**src/rtl/dram_seq_pkg.sv**
```systemverilog
package dram_seq_pkg;
  localparam int CMD_N = 7;
  localparam int C_NOP = 0;
  localparam int C_ACT = 1;
  localparam int C_PRE = 2;
  localparam int C_RD  = 3;
  localparam int C_RDA = 4;
  localparam int C_WR  = 5;
  localparam int C_WRA = 6;

  typedef logic [CMD_N-1:0] cmd_t;

  typedef enum logic [2:0] {
    ST_IDLE,
    ST_PRE,
    ST_ACT,
    ST_COL,
    ST_DATA
  } seq_state_t;

  function automatic cmd_t cmd_bit(input int idx);
    cmd_t v;
    v = '0;
    v[idx] = 1'b1;
    return v;
  endfunction
endpackage

```
**src/rtl/dram_addr_split.sv**
```systemverilog
module dram_addr_split #(
  parameter int CH_W   = 1,
  parameter int BANK_W = 2,
  parameter int COL_W  = 4,
  parameter int ROW_W  = 6
) (
  input  logic [CH_W+BANK_W+COL_W+ROW_W-1:0] addr,
  output logic [CH_W-1:0]                    ch,
  output logic [BANK_W-1:0]                  bank,
  output logic [COL_W-1:0]                   col,
  output logic [ROW_W-1:0]                   row
);
  localparam int BANK_LSB = CH_W;
  localparam int COL_LSB  = BANK_LSB + BANK_W;
  localparam int ROW_LSB  = COL_LSB + COL_W;

  // Field order is fixed, low to high: channel, bank, column, row
  assign ch   = addr[0 +: CH_W];
  assign bank = addr[BANK_LSB +: BANK_W];
  assign col  = addr[COL_LSB +: COL_W];
  assign row  = addr[ROW_LSB +: ROW_W];
endmodule

```
**src/rtl/dram_bank_table.sv**
```systemverilog
module dram_bank_table #(
  parameter int BANK_W = 2,
  parameter int ROW_W  = 6,
  parameter int T_RP   = 3,
  parameter int T_RCD  = 3
) (
  input  logic              clk,
  input  logic              rst,
  input  logic [BANK_W-1:0] lk_bank,
  output logic              lk_open,
  output logic [ROW_W-1:0]  lk_row,
  input  logic [BANK_W-1:0] upd_bank,
  input  logic [ROW_W-1:0]  upd_row,
  output logic              gate_ok,
  input  logic              act_en,
  input  logic              pre_en,
  input  logic              ap_close,
  input  logic              ap_charge
);
  localparam int NBANK = 1 << BANK_W;
  localparam int TMAX  = (T_RP > T_RCD) ? T_RP : T_RCD;
  localparam int TW    = $clog2(TMAX + 1);

  logic [NBANK-1:0]            open_v;
  logic [NBANK-1:0][ROW_W-1:0] row_v;
  logic [NBANK-1:0]            tz_v;

  for (genvar b = 0; b < NBANK; b++) begin : g_bank
    logic             open_r;
    logic [ROW_W-1:0] row_r;
    logic [TW-1:0]    tmr_r;
    logic             sel;

    assign sel = (upd_bank == BANK_W'(b));

    always_ff @(posedge clk) begin
      if (rst) begin
        open_r <= 1'b0;
        row_r  <= '0;
        tmr_r  <= '0;
      end else begin
        if (sel && act_en) begin
          open_r <= 1'b1;
          row_r  <= upd_row;
        end else if (sel && (pre_en || ap_close)) begin
          open_r <= 1'b0;
        end
        if (sel && (pre_en || ap_charge))
          tmr_r <= TW'(T_RP - 1);
        else if (sel && act_en)
          tmr_r <= TW'(T_RCD - 1);
        else if (tmr_r != '0)
          tmr_r <= tmr_r - 1'b1;
      end
    end

    assign open_v[b] = open_r;
    assign row_v[b]  = row_r;
    assign tz_v[b]   = (tmr_r == '0);
  end

  assign lk_open = open_v[lk_bank];
  assign lk_row  = row_v[lk_bank];
  assign gate_ok = tz_v[upd_bank];

  // only a closed bank may be activated
  p_act_on_closed_r4: assert property (@(posedge clk) disable iff (rst)
    act_en |-> !open_v[upd_bank]);
  // an explicit precharge only targets a bank that holds a row
  p_pre_on_open_r5: assert property (@(posedge clk) disable iff (rst)
    pre_en |-> open_v[upd_bank]);
  // by the end of an auto-precharged burst the bank is already closed
  p_ap_closed_r9: assert property (@(posedge clk) disable iff (rst)
    ap_charge |-> !open_v[upd_bank]);
endmodule

```
**src/rtl/dram_seq_ctrl.sv**
```systemverilog
module dram_seq_ctrl
  import dram_seq_pkg::*;
#(
  parameter int CH_W    = 1,
  parameter int BANK_W  = 2,
  parameter int COL_W   = 4,
  parameter int ROW_W   = 6,
  parameter int CMD_AW  = 6,
  parameter int T_CL    = 4,
  parameter int T_BURST = 4
) (
  input  logic              clk,
  input  logic              rst,
  input  logic              req_valid,
  output logic              req_ready,
  input  logic              req_write,
  input  logic              req_autopre,
  input  logic [CH_W-1:0]   dec_ch,
  input  logic [COL_W-1:0]  dec_col,
  input  logic [ROW_W-1:0]  dec_row,
  input  logic              lk_open,
  input  logic [ROW_W-1:0]  lk_row,
  input  logic              gate_ok,
  output logic [BANK_W-1:0] cur_bank,
  output logic [ROW_W-1:0]  cur_row,
  input  logic [BANK_W-1:0] dec_bank,
  output logic              act_en,
  output logic              pre_en,
  output logic              ap_close,
  output logic              ap_charge,
  output cmd_t              cmd,
  output logic [CH_W-1:0]   cmd_chan,
  output logic [BANK_W-1:0] cmd_bank,
  output logic [CMD_AW-1:0] cmd_addr,
  output logic              burst_start,
  output logic              data_valid,
  output logic              burst_done
);
  localparam int DW = $clog2(T_CL + T_BURST + 1);

  seq_state_t        state_q;
  logic [CH_W-1:0]   ch_q;
  logic [BANK_W-1:0] bank_q;
  logic [ROW_W-1:0]  row_q;
  logic [COL_W-1:0]  col_q;
  logic              wr_q, ap_q;
  logic [DW-1:0]     dcnt_q;
  cmd_t              cmd_q, col_cmd;
  logic [CH_W-1:0]   cmd_ch_q;
  logic [BANK_W-1:0] cmd_bank_q;
  logic [CMD_AW-1:0] cmd_addr_q;

  always_comb begin
    if (wr_q) col_cmd = ap_q ? cmd_bit(C_WRA) : cmd_bit(C_WR);
    else      col_cmd = ap_q ? cmd_bit(C_RDA) : cmd_bit(C_RD);
  end

  always_ff @(posedge clk) begin
    if (rst) begin
      state_q    <= ST_IDLE;
      ch_q       <= '0;
      bank_q     <= '0;
      row_q      <= '0;
      col_q      <= '0;
      wr_q       <= 1'b0;
      ap_q       <= 1'b0;
      dcnt_q     <= '0;
      cmd_q      <= cmd_bit(C_NOP);
      cmd_ch_q   <= '0;
      cmd_bank_q <= '0;
      cmd_addr_q <= '0;
    end else begin
      cmd_q      <= cmd_bit(C_NOP);
      cmd_ch_q   <= '0;
      cmd_bank_q <= '0;
      cmd_addr_q <= '0;
      unique case (state_q)
        ST_IDLE: if (req_valid) begin
          ch_q   <= dec_ch;
          bank_q <= dec_bank;
          row_q  <= dec_row;
          col_q  <= dec_col;
          wr_q   <= req_write;
          ap_q   <= req_autopre;
          if (!lk_open)              state_q <= ST_ACT;
          else if (lk_row == dec_row) state_q <= ST_COL;
          else                       state_q <= ST_PRE;
        end
        ST_PRE: if (gate_ok) begin
          cmd_q      <= cmd_bit(C_PRE);
          cmd_ch_q   <= ch_q;
          cmd_bank_q <= bank_q;
          state_q    <= ST_ACT;
        end
        ST_ACT: if (gate_ok) begin
          cmd_q      <= cmd_bit(C_ACT);
          cmd_ch_q   <= ch_q;
          cmd_bank_q <= bank_q;
          cmd_addr_q <= CMD_AW'(row_q);
          state_q    <= ST_COL;
        end
        ST_COL: if (gate_ok) begin
          cmd_q      <= col_cmd;
          cmd_ch_q   <= ch_q;
          cmd_bank_q <= bank_q;
          cmd_addr_q <= CMD_AW'(col_q);
          dcnt_q     <= DW'(T_CL + T_BURST - 1);
          state_q    <= ST_DATA;
        end
        ST_DATA: begin
          if (dcnt_q == '0) state_q <= ST_IDLE;
          else              dcnt_q  <= dcnt_q - 1'b1;
        end
        default: state_q <= ST_IDLE;
      endcase
    end
  end

  assign cur_bank    = bank_q;
  assign cur_row     = row_q;
  assign pre_en      = (state_q == ST_PRE) && gate_ok;
  assign act_en      = (state_q == ST_ACT) && gate_ok;
  assign ap_close    = (state_q == ST_COL) && gate_ok && ap_q;
  assign ap_charge   = (state_q == ST_DATA) && (dcnt_q == '0) && ap_q;

  assign req_ready   = (state_q == ST_IDLE);
  assign data_valid  = (state_q == ST_DATA) && (dcnt_q < DW'(T_BURST));
  assign burst_start = (state_q == ST_DATA) && (dcnt_q == DW'(T_BURST - 1));
  assign burst_done  = (state_q == ST_DATA) && (dcnt_q == '0);

  assign cmd      = cmd_q;
  assign cmd_chan = cmd_ch_q;
  assign cmd_bank = cmd_bank_q;
  assign cmd_addr = cmd_addr_q;

  p_cmd_onehot_r10: assert property (@(posedge clk) disable iff (rst)
    $countones(cmd_q) == 1);
  p_nop_quiet_r10: assert property (@(posedge clk) disable iff (rst)
    cmd_q[C_NOP] |-> (cmd_bank_q == '0 && cmd_addr_q == '0 && cmd_ch_q == '0));
  p_busy_after_accept_r7: assert property (@(posedge clk) disable iff (rst)
    (req_valid && req_ready) |=> !req_ready);
  p_done_frees_r7: assert property (@(posedge clk) disable iff (rst)
    burst_done |=> req_ready);
  p_start_in_burst_r6: assert property (@(posedge clk) disable iff (rst)
    burst_start |-> data_valid);
  p_col_before_data_r6: assert property (@(posedge clk) disable iff (rst)
    (cmd_q[C_RD] || cmd_q[C_RDA] || cmd_q[C_WR] || cmd_q[C_WRA]) |-> !data_valid);
endmodule

```
**src/rtl/dram_bank_seq.sv**
```systemverilog
module dram_bank_seq
  import dram_seq_pkg::*;
#(
  parameter int CH_W    = 1,
  parameter int BANK_W  = 2,
  parameter int COL_W   = 4,
  parameter int ROW_W   = 6,
  parameter int T_RP    = 3,
  parameter int T_RCD   = 3,
  parameter int T_CL    = 4,
  parameter int T_BURST = 4
) (
  input  logic                                       clk,
  input  logic                                       rst,
  input  logic                                       req_valid,
  output logic                                       req_ready,
  input  logic [CH_W+BANK_W+COL_W+ROW_W-1:0]         req_addr,
  input  logic                                       req_write,
  input  logic                                       req_autopre,
  output logic [CMD_N-1:0]                           cmd,
  output logic [CH_W-1:0]                            cmd_chan,
  output logic [BANK_W-1:0]                          cmd_bank,
  output logic [((ROW_W > COL_W) ? ROW_W : COL_W)-1:0] cmd_addr,
  output logic                                       burst_start,
  output logic                                       data_valid,
  output logic                                       burst_done
);
  localparam int CMD_AW = (ROW_W > COL_W) ? ROW_W : COL_W;

  logic [CH_W-1:0]   dec_ch;
  logic [BANK_W-1:0] dec_bank, cur_bank;
  logic [COL_W-1:0]  dec_col;
  logic [ROW_W-1:0]  dec_row, lk_row, cur_row;
  logic              lk_open, gate_ok;
  logic              act_en, pre_en, ap_close, ap_charge;

  dram_addr_split #(
    .CH_W(CH_W), .BANK_W(BANK_W), .COL_W(COL_W), .ROW_W(ROW_W)
  ) u_split (
    .addr(req_addr), .ch(dec_ch), .bank(dec_bank), .col(dec_col), .row(dec_row)
  );

  dram_bank_table #(
    .BANK_W(BANK_W), .ROW_W(ROW_W), .T_RP(T_RP), .T_RCD(T_RCD)
  ) u_table (
    .clk(clk), .rst(rst),
    .lk_bank(dec_bank), .lk_open(lk_open), .lk_row(lk_row),
    .upd_bank(cur_bank), .upd_row(cur_row), .gate_ok(gate_ok),
    .act_en(act_en), .pre_en(pre_en), .ap_close(ap_close), .ap_charge(ap_charge)
  );

  dram_seq_ctrl #(
    .CH_W(CH_W), .BANK_W(BANK_W), .COL_W(COL_W), .ROW_W(ROW_W),
    .CMD_AW(CMD_AW), .T_CL(T_CL), .T_BURST(T_BURST)
  ) u_ctrl (
    .clk(clk), .rst(rst),
    .req_valid(req_valid), .req_ready(req_ready),
    .req_write(req_write), .req_autopre(req_autopre),
    .dec_ch(dec_ch), .dec_col(dec_col), .dec_row(dec_row),
    .lk_open(lk_open), .lk_row(lk_row), .gate_ok(gate_ok),
    .cur_bank(cur_bank), .cur_row(cur_row), .dec_bank(dec_bank),
    .act_en(act_en), .pre_en(pre_en), .ap_close(ap_close), .ap_charge(ap_charge),
    .cmd(cmd), .cmd_chan(cmd_chan), .cmd_bank(cmd_bank), .cmd_addr(cmd_addr),
    .burst_start(burst_start), .data_valid(data_valid), .burst_done(burst_done)
  );
endmodule

```
**config.mk**
```make
export PLATFORM = sky130hd
export DESIGN_NAME = dram_bank_seq
export DESIGN_NICKNAME = d
export VERILOG_FILES = /design/src/rtl/dram_seq_pkg.sv /design/src/rtl/dram_addr_split.sv /design/src/rtl/dram_bank_table.sv /design/src/rtl/dram_seq_ctrl.sv /design/src/rtl/dram_bank_seq.sv
export SDC_FILE = /design/constraint.sdc
export NUM_CORES = 1
export LEC_CHECK = 0
export BUFFER_PORTS_ARGS = -buffer_cell sky130_fd_sc_hd__buf_4
export CAP_MARGIN = 0
export CORE_ASPECT_RATIO = 0.6
export CORE_MARGIN = 2
export CORE_UTILIZATION = 57
export DETAILED_ROUTE_END_ITERATION = 12
export HOLD_SLACK_MARGIN = 0.03
export PLACE_DENSITY = 0.8
export SYNTH_ARGS = -nofsm -noshare
export SYNTH_HDL_FRONTEND = slang
export SYNTH_SLANG_ARGS = --single-unit
```
**constraint.sdc**
```tcl
create_clock -name clk -period 2.17 [get_ports clk]
set_input_delay 0.434 -clock clk [delete_from_list [all_inputs] [get_ports clk]]
set_output_delay 0.434 -clock clk [all_outputs]
set_load 0.02 [all_outputs]
```
==> results.cfg <==
[status]
status = finished clean

[place]
io_buffer_count = 37
place.gp.congestion = 0.8201
dp_hpwl_um = 4699

[critical_path]
critPathKind = reg -> out
cp-end-kind = primary output
cpMaxStageDelayCell = or3b_2
rr_worst_depth = 5
crit_chain = or3b_2 > nor3_1 > buf_4
max_stage_delay_ns = 0.49
critPathLaunchType = flip-flop
required_ns = 1.74
cp_max_fo = 12
cp.arrival_ns = 1.61

[sta]
finalHoldViolCount = 0
slew_violations = 0
min_period_over_period_pct = 94.08
relSlewSlack_pct = 57.90
finClkSkew_ns = 0.008067
clock.fmax_mhz = 489.8
worstMarginPinSlew_ns = 0.6314
min_period_ns = 2.042
rsz0062_at_grt = false
setup_tns_ns = 0
setup_viol = 0

[cts]
cts_hold_buf = 0
clock_path_buffers = 2
cts_tree = done
cts-htree-levels = 3
cts_num_sinks = 74
numCtsBuffers = 9
cts_root_buf = clkbuf_8
clkTransAtPathRegs_ns = 0.07
post-cts-setup-buffers = 0
insertion_delay_ns = 0.34

[floorplan]
dieHeight_um = 61.14
start_util_pct = 60.17
die_w_um = 99.24
core.rowCount = 20
core_mm2 = 0.005155
die_area_mm2 = 0.006067
io_pins = 38

[synthesis]
async_flop_share_pct = 0
synthMuxAreaShare_pct = 13.15
synth_area_leaders = dfxtp_1 48%, mux2i_1 8.1%, nand2_1 5.4%
syn_area_mm2 = 0.003102
synth.distinct_cells = 46
synth_edf_count = 0
synth-adder-area-share_pct = 1.210
yosysTopAreaCellShare_pct = 47.76
synth_top_family_by_area = simple AND/OR/NAND/NOR gates
ys_seq_area_share_pct = 47.76
synth_top_area_cell = dfxtp_1
synth_compound_area_share_pct = 10.00
synthFlopType = dfxtp_1
synth_seq_cells = 74
syn-num-nets = 343
synth_cells = 322
synth-xor-area-share_pct = 2.541
synth_area_per_cell_um2 = 9.633
synthSimpleGateAreaFrac_pct = 21.50
yosys_warnings = 0

[routing]
routed_wl_um = 6696
route.vias.total = 2403
drc = 0
avgViaCountPerCell = 5.550
drtPass1Iterations = 4
wl_per_cell_um = 15.46
drt-initial-drc-count = 168
ant_nets = 0

[power_and_ir_drop]
peakVddDrop_uv = 490.4
p_clk_share_pct = 35.3
p_sw_uw = 943.8
p_comb_share_pct = 18.8
p_total_uw = 3376
intPower_uw = 2432
power_density_mw_per_mm2 = 914.3
p_leak_uw = 0.001636
netSwitchingFraction_pct = 27.95
seq_power_share_pct = 45.9

[global_route]
antenna_found_initial = 0
grt_pass1_vias = 2255
grt_pass1_wl_um = 10920
grt_max_degree = 59
overflow = 0
grt_usage_pct = 23.62

[run]
cap_violations = 0

[hold_path]
hold_path_depth = 3
hp-class = in -> reg

[layout]
n_fill_cell = 378
nets = 383
final_cell_mix = 70 x dfxtp_1, 48 x buf_4, 45 x nor2_1, 45 x nand2_1, 25 x mux2i_1
final_common_cell = dfxtp_1
n_antenna_cell = 0
syn2layout_area_growth_pct = 19.04
drive_gt1_share_pct = 24.52
==> synth_stat cells, types with 5 or more instances <==
cell	instances
buf_2	5
clkbuf_1	11
inv_1	7
a21oi_1	24
nand2_1	45
nor3_1	5
and2_1	7
mux4_2	7
mux2i_1	25
a22oi_1	7
nor2_1	45
dfxtp_1	74
xor2_1	5
==> worst max-delay path, delay by kind of cell (launching register included) <==
kind / cells / cell delay (ns)
and+or+nand+nor: 2 / 0.63
DFF: 1 / 0.46
buffers and inverters: 1 / 0.17
==> per-stage QoR <==
stage	hold slack, ns	instances	cell area (µm²)	util (%)	worst slack (ns)
finish	0.3375	433	3692	71.63	0.1284
detailed placement	0.4441	417	3452	66.97	0.05720
global route	0.3285	433	3692	71.63	0.005473
CTS	0.3202	433	3681	71.41	0.005025
floorplan	0.4256	322	3102	-	0.2329
global placement	0.4390	417	3452	66.97	0.1827
==> registers in the layout, indices dropped and copies added (netlist names), 2 cells and up <==
| name | cells |
|---|---|
| u_ctrl.state_q | 3 |
| u_ctrl.cur_bank | 2 |
| u_table.g_bank.row_r | 24 |
| u_ctrl.dcnt_q | 4 |
| u_ctrl.cmd | 7 |
| u_ctrl.cmd_addr | 6 |
| u_ctrl.cur_row | 6 |
| u_table.g_bank.tmr_r | 8 |
| u_table.g_bank.open_r | 4 |
| u_ctrl.cmd_bank | 2 |
| u_ctrl.col_q | 4 |
==> final cells by class <==
cell class / count / area (µm²) / share of cell area [%]
repair buffers: 48 / 360.3 / 9.759
multi-input cells: 222 / 1508 / 40.83
flip-flops and latches: 74 / 1486 / 40.26
clock buffers: 12 / 155.1 / 4.202
inverters: 7 / 26.28 / 0.7116
well taps: 66 / 82.58 / 2.237
clock inverters: 4 / 73.82 / 1.999
==> power groups by stage <==
stage	clock network, µW	registers [µW]	logic (µW)
finish	1190	1550	633
CTS	1220	1540	627
detailed placement	0	1570	625
global placement	0	1570	613
floorplan	0	1540	456
global route	1280	1560	693
==> path summary, 6_finish.rpt <==
| check | startpoint | endpoint | slack, ns |
|---|---|---|---|
| worst max-delay path | u_ctrl.state_q[2] | data_valid | 0.13 |
| worst min-delay path | req_addr[4] | u_ctrl.col_q[1] | 0.34 |
| worst max register to register | u_ctrl.cur_bank[0] | u_ctrl.dcnt_q[1] | 0.15 |
| worst min register to register | u_ctrl.ch_q | u_ctrl.ch_q | 0.45 |
==> cells by family after synthesis <==
| logic type | after synthesis |
|---|---|
| AND/OR/NAND/NOR | 131 |
| AO/OA/AOI/OAI | 47 |
| XOR/XNOR | 9 |
| multiplexers | 32 |
| adder cells (fa/ha/maj) | 3 |
| flip-flops | 74 |
| buffers and inverters | 26 |
==> per-layer routing <==
layer / track usage [%] / share of wire, % / vias to the layer above
met1: 32.55 / 47 / 1139
met3: 6.016 / 8.2 / 2
li1: - / - / 1189
met2: 37.45 / 44 / 73
met4: 7.436 / 0.27 / 0
met5: 0 / 0 / -
==> what timing repair did <==
action / 4_1_cts / 5_1_grt
endpoints found under the setup margin: 0 / 26
hold endpoints to repair: 0 / 0
resized for setup: 0 / 5
Power figures use the tool's default switching activity.
